### src/rtl/orbit_marker_gen.sv
`timescale 1ns/1ps
module orbit_marker_gen #(
  parameter int N_SRC      = 4,
  parameter int DLY_W      = 12,
  parameter int WID_W      = 8,
  parameter int PER_W      = 12,
  parameter int CNT_W      = 24,
  parameter int MARGIN     = 8,
  parameter int DEF_PERIOD = 3564
) (
  input  logic             clk,
  input  logic             rst_n,
  input  logic [N_SRC-1:0] orbit_in,
  input  logic             cfg_we,
  input  logic [2:0]       cfg_addr,
  input  logic [15:0]      cfg_wdata,
  output logic [31:0]      cfg_rdata,
  output logic             orbit_out,
  output logic             orbit_lost
);
  localparam int SEL_W = (N_SRC > 1) ? $clog2(N_SRC) : 1;
  localparam int WD_W  = $clog2((1 << PER_W) + MARGIN + 1);

  logic             auto_q;
  logic [SEL_W-1:0] sel_q;
  logic [DLY_W-1:0] dly_q;
  logic [WID_W-1:0] wid_q;
  logic [PER_W-1:0] per_q;

  logic             s1, s2, edge_det;
  logic [DLY_W-1:0] dly_cnt;
  logic [PER_W-1:0] phase;
  logic             started;
  logic [CNT_W-1:0] count;
  logic [WD_W-1:0]  wd;

  logic [PER_W-1:0] per_eff, wid_one, wid_eff;
  logic [WD_W-1:0]  wd_limit;
  logic             greset, lclr, wrap, dly_fire, fire;
  logic             unused_wbits;

  assign unused_wbits = ^cfg_wdata;

  assign greset = cfg_we && cfg_addr == 3'd7 && cfg_wdata[0];
  assign lclr   = cfg_we && cfg_addr == 3'd5 && cfg_wdata[0];

  always_ff @(posedge clk or negedge rst_n) begin
    if (!rst_n) begin
      auto_q <= 1'b0;
      sel_q  <= '0;
      dly_q  <= '0;
      wid_q  <= WID_W'(1);
      per_q  <= PER_W'(DEF_PERIOD);
    end else if (cfg_we) begin
      case (cfg_addr)
        3'd0: begin
          auto_q <= cfg_wdata[0];
          sel_q  <= cfg_wdata[SEL_W:1];
        end
        3'd1: dly_q <= cfg_wdata[DLY_W-1:0];
        3'd2: wid_q <= cfg_wdata[WID_W-1:0];
        3'd3: per_q <= cfg_wdata[PER_W-1:0];
        default: ;
      endcase
    end
  end

  assign per_eff  = (per_q < PER_W'(2)) ? PER_W'(2) : per_q;
  assign wid_one  = (wid_q == '0) ? PER_W'(1) : PER_W'(wid_q);
  assign wid_eff  = (wid_one >= per_eff) ? per_eff - PER_W'(1) : wid_one;
  assign wd_limit = WD_W'(per_eff) + WD_W'(MARGIN);

  always_ff @(posedge clk or negedge rst_n) begin
    if (!rst_n) begin
      s1 <= 1'b0;
      s2 <= 1'b0;
    end else begin
      s1 <= orbit_in[sel_q];
      s2 <= s1;
    end
  end

  assign edge_det = auto_q && s1 && !s2;

  always_ff @(posedge clk or negedge rst_n) begin
    if (!rst_n)                dly_cnt <= '0;
    else if (greset)           dly_cnt <= '0;
    else if (edge_det)         dly_cnt <= dly_q;
    else if (dly_cnt != '0)    dly_cnt <= dly_cnt - DLY_W'(1);
  end

  assign dly_fire = auto_q && ((edge_det && dly_q == '0) ||
                               (!edge_det && dly_cnt == DLY_W'(1)));
  assign wrap     = phase >= per_eff - PER_W'(1);
  assign fire     = !greset && (wrap || dly_fire);

  always_ff @(posedge clk or negedge rst_n) begin
    if (!rst_n) begin
      phase   <= '0;
      started <= 1'b0;
      count   <= '0;
    end else if (greset) begin
      phase   <= '0;
      started <= 1'b0;
      count   <= '0;
    end else if (fire) begin
      phase   <= '0;
      started <= 1'b1;
      count   <= count + CNT_W'(1);
    end else begin
      phase   <= phase + PER_W'(1);
    end
  end

  assign orbit_out = started && (phase < wid_eff);

  always_ff @(posedge clk or negedge rst_n) begin
    if (!rst_n)                          wd <= '0;
    else if (greset || !auto_q || edge_det) wd <= '0;
    else if (wd < wd_limit)              wd <= wd + WD_W'(1);
  end

  always_ff @(posedge clk or negedge rst_n) begin
    if (!rst_n)                          orbit_lost <= 1'b0;
    else if (greset || lclr)             orbit_lost <= 1'b0;
    else if (auto_q && wd >= wd_limit)   orbit_lost <= 1'b1;
  end

  always_comb begin
    cfg_rdata = '0;
    case (cfg_addr)
      3'd0: begin
        cfg_rdata[0]       = auto_q;
        cfg_rdata[SEL_W:1] = sel_q;
      end
      3'd1: cfg_rdata[DLY_W-1:0] = dly_q;
      3'd2: cfg_rdata[WID_W-1:0] = wid_q;
      3'd3: cfg_rdata[PER_W-1:0] = per_q;
      3'd4: cfg_rdata[CNT_W-1:0] = count;
      3'd5: cfg_rdata[0]         = orbit_lost;
      default: ;
    endcase
  end


  cnt_step_chk: assert property (@(posedge clk) disable iff (!rst_n)
    fire |=> count == CNT_W'($past(count) + CNT_W'(1)));


  loss_hold_chk: assert property (@(posedge clk) disable iff (!rst_n)
    orbit_lost && !greset && !lclr |=> orbit_lost);


  dly_step_chk: assert property (@(posedge clk) disable iff (!rst_n)
    (dly_cnt > DLY_W'(1)) && !edge_det && !greset |=> dly_cnt == $past(dly_cnt) - DLY_W'(1));


  rise_phase_chk: assert property (@(posedge clk) disable iff (!rst_n)
    $rose(orbit_out) |-> phase == '0);


  greset_clear_chk: assert property (@(posedge clk) disable iff (!rst_n)
    greset |=> count == '0 && !orbit_out && !orbit_lost && dly_cnt == '0);


  fire_restart_chk: assert property (@(posedge clk) disable iff (!rst_n)
    fire |=> phase == '0 && started);
endmodule

### config.mk
export PLATFORM = sky130hd
export DESIGN_NAME = orbit_marker_gen
export DESIGN_NICKNAME = d
export VERILOG_FILES = /design/src/rtl/orbit_marker_gen.sv
export SDC_FILE = /design/constraint.sdc
export NUM_CORES = 1
export LEC_CHECK = 0
export ABC_AREA = 1
export BUFFER_PORTS_ARGS = -buffer_cell sky130_fd_sc_hd__buf_2
export CAP_MARGIN = 10
export CORE_MARGIN = 2
export CORE_UTILIZATION = 55
export DETAILED_ROUTE_END_ITERATION = 10
export PLACE_DENSITY = 0.8
export SYNTH_ARGS = -nofsm -noshare
export SYNTH_HDL_FRONTEND = slang
export SYNTH_SLANG_ARGS = --single-unit
### constraint.sdc
create_clock -name clk -period 3.95 [get_ports clk]
set_input_delay 0.9875 -clock clk [delete_from_list [all_inputs] [get_ports clk]]
set_output_delay 0.9875 -clock clk [all_outputs]
set_load 0.02 [all_outputs]
==> impl_metrics.py <==
metrics = {
    "sta": {
        "maxSlewHeadroom_pct": 26.7,
        "clock_skew_ps": 10.4,
        "hold_viol_final": 0,
        "finalSetupViolations": 1,
        "fmax_mhz": 231,
        "fin_ws_ps": -388,
        "rsz0062_at_grt": "true",
        "period_share_pct": 110,
        "tns_ps": -388,
        "tightest_slew_ps": 1100,
        "layout_min_cycle_time_ps": 4340,
        "drv_slew": 0,
    },
    "clocking": {
        "insertion_delay_ps": 370,
        "clk_pin_slew_ps": 80,
        "cts-buffers-inserted": 9,
        "cts_sinks": 100,
        "htreeDepth": 3,
        "ctsHoldBuffers": 0,
        "cts_buffer_depth": 2,
        "tritoncts": "done",
        "cts_root_buf": "clkbuf_16",
    },
    "placed_design": {
        "placed_area_um2": 7580,
        "dp_slack_ps": -188,
        "dp_hpwl_um": 13800,
        "placed_cells": 1176,
        "globalplace.congestion": 0.974,
        "port_buffers": 47,
    },
    "final_layout": {
        "final_common_cell": "nand2_1",
        "final_cell_area_um2": 8090,
        "nets": 1104,
        "multiInputGateArea_um2": 3920,
        "area.growth.synth_to_final_pct": 15.9,
        "seq_area_um2": 2510,
        "fin_cells": 1202,
        "n_antenna_cell": 0,
        "fillers": 1142,
        "drive_above_1_share_pct": 16.7,
        "final_cell_mix": "201 x nand2_1, 118 x inv_1, 110 x nor2_1, 91 x dfrtp_1, 81 x o21ai_0",
    },
    "setup_path": {
        "end_kind": "primary output",
        "critPathMaxFanout": 10,
        "crit_arrival_ps": 3350,
        "max_stage_delay_ps": 560,
        "path_cells": "buf_4 -> inv_2 -> ha_1 -> nand2_1 -> nor2_2 -> buf_4 -> nand3_2 -> nand3_4 -> buf_4 -> buf_4 -> nand2_1 -> ha_1 -> a21o_1 -> a21oi_2 -> o21ai_1 -> a21oi_2 -> buf_4",
        "cp_top_family": "buffers and inverters",
        "crit_buf_inv": 6,
        "crit_cells": 17,
        "start_kind": "flop",
        "crit_top_cell": "buf_4",
        "worstSetupPathType": "reg -> out",
        "reg2regPathDepth": 21,
        "cp.required_ps": 2960,
        "cp_slowest_cell": "dfstp_2",
    },
    "global_routing": {
        "antenna_found_initial": 0,
        "grt_pass1_wl_um": 29800,
        "grt-ovfl-total": 0,
        "grt_pass1_vias": 6232,
        "grt.total_usage_pct": 28.4,
        "grt_max_degree": 86,
    },
    "floorplanning": {
        "io_pins": 60,
        "die_h_um": 117,
        "rows": 41,
        "fp.dieArea_um2": 13600,
        "initial_core_util_pct": 55.8,
        "die_width_um": 117,
        "core-area_um2": 12500,
    },
    "yosys": {
        "synth_edf_count": 0,
        "async_flop_share_pct": 100,
        "synth_flop_cell": "dfrtp_1",
        "synth.distinct_cells": 52,
        "synth-seq-area-share_pct": 36.0,
        "synth_cells": 946,
        "synth.cell_area_um2": 6980,
        "yosys_warnings": 0,
        "synth_seq_cells": 100,
        "synth_area_per_cell_um2": 7.38,
    },
    "worst_hold_path": {
        "hp-class": "reg -> reg",
        "worstHoldPathCells": 0,
    },
    "drt": {
        "postRouteWirelength_um": 18600,
        "initialDrtViolationCount": 557,
        "viasPerCell": 5.51,
        "routedWlPerCell_um": 15.4,
        "first_pass_iters": 5,
        "route.detailed.drc": 0,
        "antenna_left": 0,
        "vias": 6621,
    },
    "power_and_ir_drop": {
        "leakagePower_nw": 3.95,
        "peakVddDrop_v": 0.000458,
        "power_density_nw_per_um2": 501,
    },
    "outcome": {
        "violations": "setup timing",
        "status": "finished, violations left",
    },
    "flow_run": {
        "drv_cap": 0,
    },
}
area by class of cell:
cell class | instances | area share (%)
inverter | 123 | 5.71
clock buffer | 10 | 2.95
sequential | 100 | 31.1
multi-input combinational | 691 | 48.5
tap | 172 | 2.66
clock inverter | 6 | 1.01
timing repair buffer | 100 | 8.09
layer usage:
metal / vias to the layer above / global-route usage [%] / routed length [µm]
li1: 3265 / - / -
met1: 3110 / 35.8 / 7790
met2: 206 / 48.8 / 9090
met3: 40 / 4.98 / 1090
met4: 0 / 10.6 / 588
met5: - / 0 / 0
registers in the layout, indices dropped and copies added (netlist names):
register,count
auto_q,1
count,24
dly_cnt,12
dly_q,12
orbit_lost,1
per_q,12
phase,12
s1,1
s2,1
sel_q,2
started,1
wd,13
wid_q,8
Yosys cell counts, types with 3 or more instances:
cell type / instances / area share (%)
a211oi_1: 4 / 0.43
a21oi_1: 25 / 1.8
a21oi_2: 6 / 0.75
a221o_1: 4 / 0.57
a311oi_1: 3 / 0.38
buf_2: 7 / 0.50
buf_4: 9 / 0.97
clkbuf_1: 19 / 1.0
dfrtp_1: 91 / 33
dfstp_2: 9 / 3.4
ha_1: 53 / 9.5
inv_1: 119 / 6.4
inv_2: 4 / 0.21
nand2_1: 208 / 11
nand3_1: 45 / 3.2
nand3_2: 4 / 0.57
nand4_1: 22 / 2.0
nor2_1: 116 / 6.2
nor2_2: 3 / 0.27
nor3_1: 20 / 1.4
nor4_1: 9 / 0.81
o21ai_0: 87 / 6.2
o21ai_1: 3 / 0.21
o221ai_1: 4 / 0.50
o22ai_1: 9 / 0.81
xnor2_1: 7 / 0.88
xor2_1: 23 / 2.9
cell families after synthesis:
group / share of synthesized area [%]
buffers and inverters: 9.77
XOR/XNOR: 3.76
other: 0.0537
flip-flops: 36.0
AO/OA/AOI/OAI: 13.3
adder cells (fa/ha/maj): 9.50
multiplexers: 0.143
AND/OR/NAND/NOR: 27.4
per-stage QoR:
stage / utilization [%] / hold WS (ps) / power (W)
2_1_floorplan: - / 354 / 0.00251
5_1_grt: 64.6 / 415 / 0.00435
6_report: 64.6 / 395 / 0.00405
4_1_cts: 64.0 / 393 / 0.00401
3_3_place_gp: 60.6 / 373 / 0.00294
3_5_place_dp: 60.6 / 374 / 0.00299
final timing paths:
path	start	end	slack, ps
worst max register to register	per_q[10]$_DFFE_PN1P_	phase[6]$_DFF_PN0_	230
min in group asynchronous	rst_n	phase[5]$_DFF_PN0_	800
worst min-delay path	s1$_DFF_PN0_	s2$_DFF_PN0_	390
max in group asynchronous	rst_n	per_q[11]$_DFFE_PN1P_	2240
worst max-delay path	per_q[5]$_DFFE_PN1P_	orbit_out	-390
worst min register to register	s1$_DFF_PN0_	s2$_DFF_PN0_	390
repair_timing:
action / 4_1_cts / 5_1_grt
endpoints found under the setup margin: 1 / 37
buffers inserted: 7 / 3
hold endpoints to repair: 0 / 0
pin swaps: 13 / 13
gates resized for setup: 16 / 16
power breakdown:
part           switching (W)  leakage, nW  internal (W)
Sequential          0.000227         1.28       0.00124
Combinational       0.000958         2.51      0.000674
Clock               0.000431        0.156      0.000521
worst register-to-register path, cell delays in order, from the launching register on:
cell      delay [ps]
dfstp_2          570
nor2_4            50
nand2_2          110
nor2_4            50
nand2_2           70
nand2_2           50
inv_2             80
buf_4            140
ha_1             230
nand2_1          110
nor2_1           200
nand2_1          120
xor2_2           190
inv_1             70
ha_1             290
nand2_1           80
o21ai_0          100
o21bai_1         200
nor3_4           270
nand3_4          250
buf_4            250
nor3_1           150
Note: power is estimated with default switching activity, not from simulation.
